$ cat config.mk
export PLATFORM = sky130hd
export DESIGN_NAME = sched_cmd_unit
export DESIGN_NICKNAME = d
export VERILOG_FILES = /design/src/rtl/sched_pkg.sv /design/src/rtl/sched_task_table.sv /design/src/rtl/sched_task_flags.sv /design/src/rtl/sched_key_gen.sv /design/src/rtl/sched_cmd_unit.sv
export SDC_FILE = /design/constraint.sdc
export NUM_CORES = 1
export LEC_CHECK = 0
export BUFFER_PORTS_ARGS = -buffer_cell sky130_fd_sc_hd__buf_2
export CORE_UTILIZATION = 54
export CTS_BUF_LIST = sky130_fd_sc_hd__clkbuf_16
export DETAILED_ROUTE_END_ITERATION = 8
export GPL_TIMING_DRIVEN = 0
export HOLD_SLACK_MARGIN = 0.06
export PLACE_DENSITY = 0.72
export SLEW_MARGIN = 20
export SYNTH_ARGS = -nofsm -noshare
export SYNTH_HDL_FRONTEND = slang
export SYNTH_SLANG_ARGS = --single-unit
$ cat constraint.sdc
create_clock -name clk_i -period 6.1 [get_ports clk_i]
set_input_delay 0.305 -clock clk_i [delete_from_list [all_inputs] [get_ports clk_i]]
set_output_delay 0.305 -clock clk_i [all_outputs]
set_load 0.005 [all_outputs]
$ cat src/rtl/sched_pkg.sv
package sched_pkg;
  typedef enum logic [3:0] {
    OP_CREATE  = 4'd0,
    OP_MODIFY  = 4'd1,
    OP_SLEEP   = 4'd2,
    OP_SSLEEP  = 4'd3,
    OP_YIELD   = 4'd4,
    OP_SUSPEND = 4'd5,
    OP_RESUME  = 4'd6,
    OP_DELETE  = 4'd7,
    OP_CONFIG  = 4'd8,
    OP_RUN     = 4'd9,
    OP_STOP    = 4'd10
  } op_e;

  typedef enum logic [1:0] {
    DISC_PRIO = 2'd0,
    DISC_EDF  = 2'd1,
    DISC_RM   = 2'd2
  } disc_e;
endpackage

$ cat src/rtl/sched_task_table.sv
// Per-task parameter storage: one synchronous write port, asynchronous read (LUT RAM).
module sched_task_table #(
  parameter int N_TASKS = 16,
  parameter int PRIO_W  = 4,
  parameter int TIME_W  = 12,
  localparam int ID_W   = $clog2(N_TASKS),
  localparam int ENT_W  = PRIO_W + 2*TIME_W + 2
) (
  input  logic              clk_i,
  input  logic              we_i,
  input  logic [ID_W-1:0]   waddr_i,
  input  logic [PRIO_W-1:0] wprio_i,
  input  logic [TIME_W-1:0] wperiod_i,
  input  logic [TIME_W-1:0] wwcet_i,
  input  logic              wtype_i,
  input  logic              wpre_i,
  input  logic [ID_W-1:0]   raddr_i,
  output logic [PRIO_W-1:0] rprio_o,
  output logic [TIME_W-1:0] rperiod_o,
  output logic [TIME_W-1:0] rwcet_o,
  output logic              rtype_o,
  output logic              rpre_o
);
  logic [ENT_W-1:0] mem_q [N_TASKS];
  logic [ENT_W-1:0] rd_w;

  always_ff @(posedge clk_i) begin
    if (we_i) mem_q[waddr_i] <= {wpre_i, wtype_i, wwcet_i, wperiod_i, wprio_i};
  end

  assign rd_w = mem_q[raddr_i];
  assign {rpre_o, rtype_o, rwcet_o, rperiod_o, rprio_o} = rd_w;
endmodule

$ cat src/rtl/sched_task_flags.sv
// Used/suspended flags per task, kept in reset flops so legality checks need no RAM read.
module sched_task_flags #(
  parameter int N_TASKS = 16,
  localparam int ID_W   = $clog2(N_TASKS)
) (
  input  logic               clk_i,
  input  logic               rst_i,
  input  logic               we_i,
  input  logic [ID_W-1:0]    waddr_i,
  input  logic               wused_i,
  input  logic               wsusp_i,
  output logic [N_TASKS-1:0] used_o,
  output logic [N_TASKS-1:0] susp_o
);
  for (genvar i = 0; i < N_TASKS; i++) begin : g_flag
    always_ff @(posedge clk_i) begin
      if (rst_i) begin
        used_o[i] <= 1'b0;
        susp_o[i] <= 1'b0;
      end else if (we_i && (waddr_i == ID_W'(i))) begin
        used_o[i] <= wused_i;
        susp_o[i] <= wsusp_i;
      end
    end
  end
endmodule

$ cat src/rtl/sched_key_gen.sv
// Ready-queue sort key for the active discipline.
module sched_key_gen
  import sched_pkg::*;
#(
  parameter int PRIO_W = 4,
  parameter int TIME_W = 12
) (
  input  disc_e             disc_i,
  input  logic [PRIO_W-1:0] prio_i,
  input  logic [TIME_W-1:0] period_i,
  input  logic [TIME_W-1:0] now_i,
  output logic [TIME_W-1:0] key_o
);
  always_comb begin
    case (disc_i)
      DISC_EDF: key_o = now_i + period_i;
      DISC_RM:  key_o = period_i;
      default:  key_o = TIME_W'(prio_i);
    endcase
  end
endmodule

$ cat src/rtl/sched_cmd_unit.sv
module sched_cmd_unit
  import sched_pkg::*;
#(
  parameter int N_TASKS = 16,
  parameter int PRIO_W  = 4,
  parameter int TIME_W  = 12,
  localparam int ID_W   = $clog2(N_TASKS),
  localparam int DATA_W = PRIO_W + 2*TIME_W + 4
) (
  input  logic              clk_i,
  input  logic              rst_i,
  input  logic              cmd_wr_i,
  input  logic [3:0]        cmd_op_i,
  input  logic [ID_W-1:0]   cmd_tid_i,
  input  logic [DATA_W-1:0] cmd_data_i,
  input  logic              tick_i,
  input  logic              rq_head_vld_i,
  input  logic [ID_W-1:0]   rq_head_tid_i,
  output logic              busy_o,
  output logic              err_o,
  output logic              rq_ins_o,
  output logic              rq_rem_o,
  output logic [ID_W-1:0]   rq_tid_o,
  output logic [TIME_W-1:0] rq_key_o,
  output logic              sq_ins_o,
  output logic              sq_rem_o,
  output logic [ID_W-1:0]   sq_tid_o,
  output logic [TIME_W-1:0] sq_ticks_o,
  output logic [1:0]        disc_o,
  output logic              cur_vld_o,
  output logic [ID_W-1:0]   cur_tid_o,
  output logic              switch_o
);
  // Data word field positions
  localparam int PER_LSB = PRIO_W;
  localparam int WC_LSB  = PRIO_W + TIME_W;
  localparam int TYP_BIT = PRIO_W + 2*TIME_W;
  localparam int PRE_BIT = TYP_BIT + 1;
  localparam int SEL_MSB = DATA_W - 1;

  // State
  logic              busy_q, is_mod_q, err_q, run_q;
  logic [ID_W-1:0]   tid_q;
  logic [TIME_W-1:0] arg_q;
  logic [1:0]        sel_q;
  disc_e             disc_q, disc_n;
  logic [TIME_W-1:0] now_q;
  logic              cur_vld_q, switch_q;
  logic [ID_W-1:0]   cur_q;

  // Table and flags
  logic [N_TASKS-1:0] used_w, susp_w;
  logic [PRIO_W-1:0]  rd_prio;
  logic [TIME_W-1:0]  rd_period, rd_wcet;
  logic               rd_type, rd_pre;
  logic [ID_W-1:0]    act_tid;
  logic               tbl_we;
  logic [PRIO_W-1:0]  w_prio;
  logic [TIME_W-1:0]  w_period, w_wcet;
  logic               w_type, w_pre;
  logic               flag_we, flag_used, flag_susp;

  // Decode results
  logic              bad, go2, run_n;
  logic              rq_ins_n, rq_rem_n, sq_ins_n, sq_rem_n;
  logic [TIME_W-1:0] ticks_n, key_w;
  logic [PRIO_W-1:0] k_prio;
  logic [TIME_W-1:0] k_period;
  logic              t_used, t_susp;

  assign t_used = used_w[cmd_tid_i];
  assign t_susp = susp_w[cmd_tid_i];

  sched_task_table #(.N_TASKS(N_TASKS), .PRIO_W(PRIO_W), .TIME_W(TIME_W)) u_table (
    .clk_i    (clk_i),
    .we_i     (tbl_we),
    .waddr_i  (act_tid),
    .wprio_i  (w_prio),
    .wperiod_i(w_period),
    .wwcet_i  (w_wcet),
    .wtype_i  (w_type),
    .wpre_i   (w_pre),
    .raddr_i  (act_tid),
    .rprio_o  (rd_prio),
    .rperiod_o(rd_period),
    .rwcet_o  (rd_wcet),
    .rtype_o  (rd_type),
    .rpre_o   (rd_pre)
  );

  sched_task_flags #(.N_TASKS(N_TASKS)) u_flags (
    .clk_i  (clk_i),
    .rst_i  (rst_i),
    .we_i   (flag_we),
    .waddr_i(act_tid),
    .wused_i(flag_used),
    .wsusp_i(flag_susp),
    .used_o (used_w),
    .susp_o (susp_w)
  );

  sched_key_gen #(.PRIO_W(PRIO_W), .TIME_W(TIME_W)) u_key (
    .disc_i  (disc_q),
    .prio_i  (k_prio),
    .period_i(k_period),
    .now_i   (now_q),
    .key_o   (key_w)
  );

  // Command decode: one pass per cycle, fixed work regardless of task count
  always_comb begin
    bad       = 1'b0;
    go2       = 1'b0;
    run_n     = run_q;
    disc_n    = disc_q;
    act_tid   = busy_q ? tid_q : cmd_tid_i;
    tbl_we    = 1'b0;
    flag_we   = 1'b0;
    flag_used = 1'b0;
    flag_susp = 1'b0;
    rq_ins_n  = 1'b0;
    rq_rem_n  = 1'b0;
    sq_ins_n  = 1'b0;
    sq_rem_n  = 1'b0;
    ticks_n   = '0;
    w_prio    = cmd_data_i[PRIO_W-1:0];
    w_period  = cmd_data_i[PER_LSB +: TIME_W];
    w_wcet    = cmd_data_i[WC_LSB +: TIME_W];
    w_type    = cmd_data_i[TYP_BIT];
    w_pre     = cmd_data_i[PRE_BIT];
    k_prio    = w_prio;
    k_period  = w_period;

    if (busy_q) begin
      // second cycle of a two-cycle command; any new write is refused
      bad = cmd_wr_i;
      if (is_mod_q) begin
        w_prio   = rd_prio;
        w_period = rd_period;
        w_wcet   = rd_wcet;
        w_type   = rd_type;
        w_pre    = rd_pre;
        case (sel_q)
          2'd0:    w_prio   = arg_q[PRIO_W-1:0];
          2'd1:    w_period = arg_q;
          default: w_wcet   = arg_q;
        endcase
        tbl_we   = 1'b1;
        k_prio   = w_prio;
        k_period = w_period;
        rq_ins_n = !susp_w[tid_q];
      end else begin
        sq_ins_n = 1'b1;
        ticks_n  = arg_q;
      end
    end else if (cmd_wr_i) begin
      if (cmd_op_i != OP_CREATE && cmd_op_i <= OP_DELETE && !t_used) begin
        bad = 1'b1;
      end else begin
        case (cmd_op_i)
          OP_CREATE: begin
            if (t_used) bad = 1'b1;
            else begin
              tbl_we    = 1'b1;
              flag_we   = 1'b1;
              flag_used = 1'b1;
              rq_ins_n  = 1'b1;
            end
          end
          OP_MODIFY: begin
            if (cmd_data_i[SEL_MSB -: 2] == 2'd3) bad = 1'b1;
            else begin
              go2      = 1'b1;
              rq_rem_n = !t_susp;
            end
          end
          OP_SLEEP: begin
            if (t_susp) bad = 1'b1;
            else begin
              go2      = 1'b1;
              rq_rem_n = 1'b1;
            end
          end
          OP_SSLEEP, OP_YIELD: begin
            if (t_susp) bad = 1'b1;
            else begin
              rq_rem_n = 1'b1;
              sq_ins_n = 1'b1;
              ticks_n  = (cmd_op_i == OP_YIELD) ? TIME_W'(1) : rd_period;
            end
          end
          OP_SUSPEND: begin
            if (t_susp) bad = 1'b1;
            else begin
              flag_we   = 1'b1;
              flag_used = 1'b1;
              flag_susp = 1'b1;
              rq_rem_n  = 1'b1;
              sq_rem_n  = 1'b1;
            end
          end
          OP_RESUME: begin
            if (!t_susp) bad = 1'b1;
            else begin
              flag_we   = 1'b1;
              flag_used = 1'b1;
              rq_ins_n  = 1'b1;
              k_prio    = rd_prio;
              k_period  = rd_period;
            end
          end
          OP_DELETE: begin
            flag_we  = 1'b1;
            rq_rem_n = 1'b1;
            sq_rem_n = 1'b1;
          end
          OP_CONFIG: begin
            if (cmd_data_i[1:0] == 2'd3) bad = 1'b1;
            else disc_n = disc_e'(cmd_data_i[1:0]);
          end
          OP_RUN:  run_n = 1'b1;
          OP_STOP: run_n = 1'b0;
          default: bad = 1'b1;
        endcase
      end
    end
  end

  // Registered state and outputs
  always_ff @(posedge clk_i) begin
    if (rst_i) begin
      busy_q     <= 1'b0;
      is_mod_q   <= 1'b0;
      tid_q      <= '0;
      arg_q      <= '0;
      sel_q      <= '0;
      err_q      <= 1'b0;
      run_q      <= 1'b0;
      disc_q     <= DISC_PRIO;
      now_q      <= '0;
      rq_ins_o   <= 1'b0;
      rq_rem_o   <= 1'b0;
      sq_ins_o   <= 1'b0;
      sq_rem_o   <= 1'b0;
      rq_tid_o   <= '0;
      sq_tid_o   <= '0;
      rq_key_o   <= '0;
      sq_ticks_o <= '0;
      cur_vld_q  <= 1'b0;
      cur_q      <= '0;
      switch_q   <= 1'b0;
    end else begin
      busy_q <= go2;
      if (go2) begin
        is_mod_q <= (cmd_op_i == OP_MODIFY);
        tid_q    <= cmd_tid_i;
        arg_q    <= cmd_data_i[TIME_W-1:0];
        sel_q    <= cmd_data_i[SEL_MSB -: 2];
      end
      if (cmd_wr_i) err_q <= bad;
      run_q  <= run_n;
      disc_q <= disc_n;
      if (tick_i) now_q <= now_q + TIME_W'(1);

      rq_ins_o   <= rq_ins_n;
      rq_rem_o   <= rq_rem_n;
      sq_ins_o   <= sq_ins_n;
      sq_rem_o   <= sq_rem_n;
      rq_tid_o   <= act_tid;
      sq_tid_o   <= act_tid;
      rq_key_o   <= key_w;
      sq_ticks_o <= ticks_n;

      if (run_q && rq_head_vld_i) begin
        cur_q     <= rq_head_tid_i;
        cur_vld_q <= 1'b1;
        switch_q  <= !cur_vld_q || (cur_q != rq_head_tid_i);
      end else begin
        switch_q  <= 1'b0;
      end
    end
  end

  assign busy_o    = busy_q;
  assign err_o     = err_q;
  assign disc_o    = disc_q;
  assign cur_vld_o = cur_vld_q;
  assign cur_tid_o = cur_q;
  assign switch_o  = switch_q;
endmodule

## Word-level counts from Yosys, hierarchy flattened

Memory sizes are Yosys's and may differ from the RTL's.
Index checks and enable logic that the tools add are counted.
Widths: inputs -> output; s select.

| storage, ports and cells | value |
|---|---|
| bits in registers | 106 |
| bits in writable memories | 480 |
| output and inout port bits | 46 |
| word-level logic and storage cells | 215 |
| memories | 1 |

Memories:

| memory | depth | width | rd ports | clocked after Yosys merged registers in | write ports | line | RTL |
|---|---|---|---|---|---|---|---|
| u_table.mem_q | 16 | 30 | 1 | 0 | 1 | sched_task_table.sv:24 | `logic [ENT_W-1:0] mem_q [N_TASKS];` |

| cells by class | value |
|---|---|
| add/subtract/negate cells | 2 |
| $lt $le $gt $ge | 3 |
| equality and inequality tests | 31 |
| multiplexer cells | 85 |
| bitwise gates (word level) | 5 |
| reductions and logical operators | 37 |

Operators by type and width:

| cell | count |
|---|---|
| $mux 12 | 18 |
| $mux 1 | 46 |
| $eq 4x4->1 const B | 11 |
| $mux 4 | 9 |
| $eq 4x3->1 const B | 8 |
| $pmux 12 s2 | 1 |
| $logic_and 1x1->1 | 19 |
| $eq 4x2->1 const B | 4 |
| $add 12x1->12 const B | 1 |
| $add 12x12->12 | 1 |
| $bmux 1 s4 | 3 |
| $lt 4x5->1 const B | 2 |
| $eq 4x1->1 const B | 2 |
| $logic_not 4->1 | 2 |
| $pmux 1 s2 | 4 |
| $reduce_or 4->1 | 2 |
| $eq 2x2->1 const B | 3 |
| $pmux 1 s3 | 2 |
| $pmux 1 s6 | 1 |
| $reduce_or 2->1 | 3 |
| $not 1->1 | 5 |
| $reduce_and 5->1 | 1 |
| $eq 2x1->1 const B | 2 |
| $le 4x3->1 const B | 1 |
| other kinds (9) | 12 |

## Depth between registers and ports, before layout

| logic depth | value |
|---|---|
| depth in word-level cells | 9 |
| gate-level depth with buffers | 21 |
| depth with buffers taken out | 18 |

## Cells and area by module

Synthesis repeated with hierarchy kept, for this count alone.

| unflattened totals | value |
|---|---|
| cells, all modules | 1486 |
| area total of the unflattened synthesis | 24637.4 µm² |

Modules (own cells, without submodules):

| module | instances | cells an instance | area each (µm²) | sequential area each (µm²) |
|---|---|---|---|---|
| sched_task_table | 1 | 755 | 18338.8 | 14413.8 |
| sched_cmd_unit | 1 | 511 | 4276.6 | 1481.4 |
| sched_task_flags | 1 | 128 | 1356.3 | 640.6 |
| sched_key_gen | 1 | 92 | 665.6 | 0.0 |

## Least setup slack after synthesis

Ideal clock, no wire load.

| path | value |
|---|---|
| path kind | flip-flop to flip-flop |
| from | reg busy_q (netlist: busy_o) |
| to | reg rq_key_o[10] |
| setup time | 0.117 ns |
| data arrival time | 4.154 ns |
| setup slack | 1.829 ns |
| stages on the path, launching flop included | 19 |
| buffers on the path | 2 |
| clock period less this slack | 4.271 ns |
| cells stage by stage | dfxtp_1 -> buf_6 -> mux2i_4 -> buf_2 -> mux4_2 -> mux4_2 -> a21oi_2 -> a211oi_1 -> ha_1 -> fa_1 -> a21o_1 -> a21oi_1 -> o21bai_1 -> a21oi_1 -> o21ai_0 -> a21o_1 -> a21oi_1 -> xnor2_1 -> a22o_1 |

| on the way | value |
|---|---|
| cells in the longest elaborated chain, start to end | 9 |
| elaborated cells between the ends (all ways) | 11 |
| classes of those cells | add/sub (1); mux (9); memory (1) |

RTL lines:

| what | line | RTL |
|---|---|---|
| start, declared | sched_cmd_unit.sv:42 | `logic busy_q, is_mod_q, err_q, run_q;` |
| start signal, assigned | sched_cmd_unit.sv:253 | `busy_q <= go2;` |
| $mux 4 | sched_cmd_unit.sv:116 | `act_tid = busy_q ? tid_q : cmd_tid_i;` |
| $mem_v2 16x30 | - |  |
| $mux 12 | sched_cmd_unit.sv:203 | `if (!t_susp) bad = 1'b1;` |
| $mux 12 | sched_cmd_unit.sv:160 | `case (cmd_op_i)` |
| $mux 12 | sched_cmd_unit.sv:157 | `if (cmd_op_i != OP_CREATE && cmd_op_i <= OP_DELETE && !t_used) begin` |
| $mux 12 | sched_cmd_unit.sv:156 | `end else if (cmd_wr_i) begin` |
| $mux 12 (*) | sched_cmd_unit.sv:134 | `if (busy_q) begin` |
| $add 12x12->12 | sched_key_gen.sv:16 | `DISC_EDF: key_o = now_i + period_i;` |
| $pmux 12 s2 (*) | sched_key_gen.sv:15 | `case (disc_i)` |
| end signal, assigned | sched_cmd_unit.sv:271 | `rq_key_o <= key_w;` |
| end, declared | sched_cmd_unit.sv:24 | `output logic [TIME_W-1:0] rq_key_o,` |

Mark *: on every way between the ends. The rest lies on a longest branch, timed or not.
A chain may end at the register's enable or synchronous reset.

## Worst setup path after layout

| path | value |
|---|---|
| from | reg busy_q (netlist: busy_o) |
| to | reg rq_key_o[11] |

The elaborated chain is that of the path after synthesis.

==> results.py <==
metrics = {
    "setup_path": {
        "critPathMaxFanout": 10,
        "path_delay_family": "compound AO/OA/AOI/OAI gates",
        "critPathArrivalTime_ns": 5.50,
        "path_class": "flip-flop to flip-flop",
        "required_ns": 6.50,
        "slowest_delay_ns": 0.56,
        "path_buf_inv": 2,
        "cp_cell_sequence": "buf_6, mux2i_4, buf_2, mux4_2, mux4_2, a21oi_1, a211oi_1, ha_1, a211o_1, a2111oi_0, nor3_1, a41o_1, o21ai_1, nand2b_1, a21oi_1, xnor2_1, o2bb2ai_1",
        "start_kind": "flip-flop",
        "cpMaxStageDelayCell": "mux4_2",
        "endpoint_kind": "flip-flop",
    },
    "clock_network": {
        "htreeDepth": 2,
        "post_cts_buffers": 0,
        "cts_tree": "done",
        "cts_root_buf": "clkbuf_16",
        "ctsResizeCount": 0,
        "cts_buffer_depth": 3,
        "worstSkewPairLatency_ns": 0.54,
        "cts_sinks": 362,
        "path_clk_slew_ns": 0.06,
        "cts_made_buffers": 38,
    },
    "timing": {
        "rsz0062_at_grt": "false",
        "fin_tns_setup_ns": 0,
        "hold_violations": 0,
        "skew_ns": 0.02012,
        "final-max-slew-violation-count": 0,
        "worst_pin_slew_ns": 1.088,
        "fmax_mhz": 196.4,
        "whs_ns": 0.08133,
        "setup_violations": 0,
        "period_needed_ns": 5.092,
        "period_share_pct": 83.48,
        "relSlewSlack_pct": 26.98,
    },
    "floorplan": {
        "rows": 62,
        "dieArea_mm2": 0.02973,
        "start_util_pct": 54.79,
        "io_pins": 95,
        "dieWidth_um": 172.4,
        "fp.coreArea_mm2": 0.02863,
        "dieHeight_um": 172.4,
    },
    "grt": {
        "grtUsageMet2_pct": 44.83,
        "grt_pass1_vias": 9860,
        "overflow": 0,
        "grt_use_met3_pct": 5.264,
        "grt_pass1_wl_mm": 58.60,
        "met1_usage_pct": 35.67,
        "antenna_found_initial": 0,
        "track_usage_pct": 27.01,
        "grt_max_degree": 17,
        "top_usage_layer": "met2",
    },
    "place": {
        "port-buffer-count": 75,
        "dp.cells": 1609,
        "dp_hpwl_mm": 26.63,
        "place_congestion": 0.9368,
    },
    "layout": {
        "finalNonFillerCells": 1687,
        "num_antenna_cells": 0,
        "layout.nets": 1341,
        "synthToLayoutAreaGrowth_pct": 14.98,
        "drive_above_1_share_pct": 21.03,
        "fill_cells": 2052,
        "mostFrequentLayoutCells": "edfxtp_1, nand2_1, dfxtp_1, buf_2, nor2_1",
        "final_common_cell": "edfxtp_1",
        "multi_input_area_mm2": 0.005583,
        "ff_latch_area_mm2": 0.009809,
    },
    "route": {
        "ant_nets": 0,
        "wire_per_inst_um": 23.35,
        "num_vias": 10259,
        "route.detailed.drc": 0,
        "drt-total-wl_mm": 39.40,
        "vias_per_cell": 6.081,
        "drtIter0Drc": 1054,
        "drt-pass1-iter-count": 5,
    },
    "pwr": {
        "pwr-share-clk_pct": 41.1,
        "p_per_area_mw_per_mm2": 281.8,
        "switching_share_pct": 23.01,
        "leakagePower_nw": 6.381,
        "p_int_mw": 3.912,
        "comb_power_share_pct": 6.9,
        "irDropWorstVdd_uv": 202.4,
        "seqPwrFrac_pct": 52.1,
        "p_switching_mw": 1.169,
    },
    "outcome": {
        "status": "complete, no violations",
    },
    "synth": {
        "avgSynthCellArea_um2": 13.79,
        "ys_warn_count": 0,
        "synthArstFlopShare_pct": 0,
        "synth_nets": 1201,
        "synthesis.instances": 1137,
        "yosysSeqAreaShare_pct": 62.55,
        "synth-edff-count": 256,
        "synthesis.area_mm2": 0.01568,
        "synth_ff_type": "edfxtp_1",
        "synth_area_leaders": "edfxtp_1, dfxtp_1, mux4_2",
        "yosysTopAreaCell": "edfxtp_1",
        "netlist.area_leader.share_pct": 49.02,
        "ys_ff_latch": 362,
        "synth.distinct_cells": 59,
    },
    "flow_run": {
        "drv_cap": 0,
    },
    "worst_hold_path": {
        "worst_hold_path_type": "input port to flip-flop",
    },
}
==> layout make-up <==
class / count / share of cell area (%)
tap: 384 / 2.664
timing repair buffer: 100 / 3.705
clock buffer: 38 / 5.273
clock inverter: 28 / 0.8673
multi-input combinational: 695 / 30.96
inverter: 6 / 0.1249
sequential: 362 / 54.40
buffer: 74 / 2.005
==> stage by stage <==
| step | worst slack (ns) | utilization (%) | total power [mW] | cell area (µm²) |
|---|---|---|---|---|
| 4_1_cts | 1.046 | 62.90 | 5.093 | 18000 |
| 3_5_place_dp | 1.104 | 58.61 | 3.030 | 16780 |
| 6_report | 1.008 | 63.00 | 5.081 | 18030 |
| 3_3_place_gp | 1.137 | 57.78 | 3.021 | 16540 |
| 2_1_floorplan | 1.829 | - | 2.918 | 15680 |
| 5_1_grt | 0.8036 | 63.00 | 5.224 | 18030 |
==> worst reg2reg max path: stages, from the launching register on <==
cell and delay [ns]:
dfxtp_1 0.37, buf_6 0.17, mux2i_4 0.49, buf_2 0.39, mux4_2 0.38, mux4_2 0.56, a21oi_1 0.23, a211oi_1 0.13
ha_1 0.33, a211o_1 0.34, a2111oi_0 0.41, nor3_1 0.17, a41o_1 0.29, o21ai_1 0.18, nand2b_1 0.07, a21oi_1 0.21
xnor2_1 0.12, o2bb2ai_1 0.12
==> synthesized netlist by cell type, types with 5 or more instances <==
library cell    n
a211oi_1        5
a21oi_1        28
a221oi_1        9
a22o_1         16
a22oi_1         6
a31oi_1        17
and2_1          5
and3_1         23
buf_1           5
buf_2          16
buf_4           9
clkbuf_1       40
dfxtp_1       106
edfxtp_1      256
ha_1           14
inv_1           6
mux2i_1        60
mux4_2         75
nand2_1       126
nand2b_1       22
nand3_1        17
nand3b_1       14
nand4_1         8
nor2_1        107
nor2b_1        12
nor3_1         17
o21a_1          8
o21ai_0         7
o21ai_1        24
o22ai_1         5
xnor2_1         9
xor2_1         16
==> timing repair <==
item                                    in CTS  in global routing
hold buffers                                12                  0
endpoints found under the hold margin       12                  0
endpoints found under the setup margin       0                  0
==> layer usage <==
metal	wire [µm]	part of all wire, %
met1	16110	41
met2	19050	48
met3	3189	8.1
met4	1038	2.6
met5	0	0
==> state kept, by name (all words and copies together) (netlist names), 12 cells and up <==
| signal | count |
|---|---|
| arg_q | 12 |
| u_table.mem_q | 256 |
| u_flags.used_o | 16 |
| rq_key_o | 12 |
| now_q | 12 |
| sq_ticks_o | 12 |
| u_flags.susp_o | 16 |
==> path summary, 6_finish.rpt <==
kind                                   startpoint                 to  slack (ns)  cells past startpoint
worst min-delay path                rq_head_vld_i       cur_tid_o[3]        0.08                      3
worst max register to register             busy_o       rq_key_o[11]        1.01                     17
worst min register to register  u_flags.used_o[3]  u_flags.used_o[3]        0.48                      2
worst max-delay path                       busy_o       rq_key_o[11]        1.01                     17
==> power by group through the flow <==
| stage | Sequential [mW] | Combinational [mW] | Clock [mW] |
|---|---|---|---|
| finish | 2.64 | 0.350 | 2.09 |
| global route | 2.64 | 0.376 | 2.20 |
| CTS | 2.64 | 0.343 | 2.11 |
| detailed placement | 2.70 | 0.333 | 0 |
| global placement | 2.70 | 0.324 | 0 |
| floorplan | 2.70 | 0.222 | 0 |
==> kinds of logic after synthesis <==
group	Yosys count	share of synthesized area, %
flip-flops	362	62.55
AO/OA/AOI/OAI	153	6.598
adder cells (fa/ha/maj)	15	1.245
multiplexers	141	15.13
XOR/XNOR	25	1.396
buffers and inverters	80	2.449
AND/OR/NAND/NOR	361	10.64
Note: power is estimated with default switching activity, not from simulation.
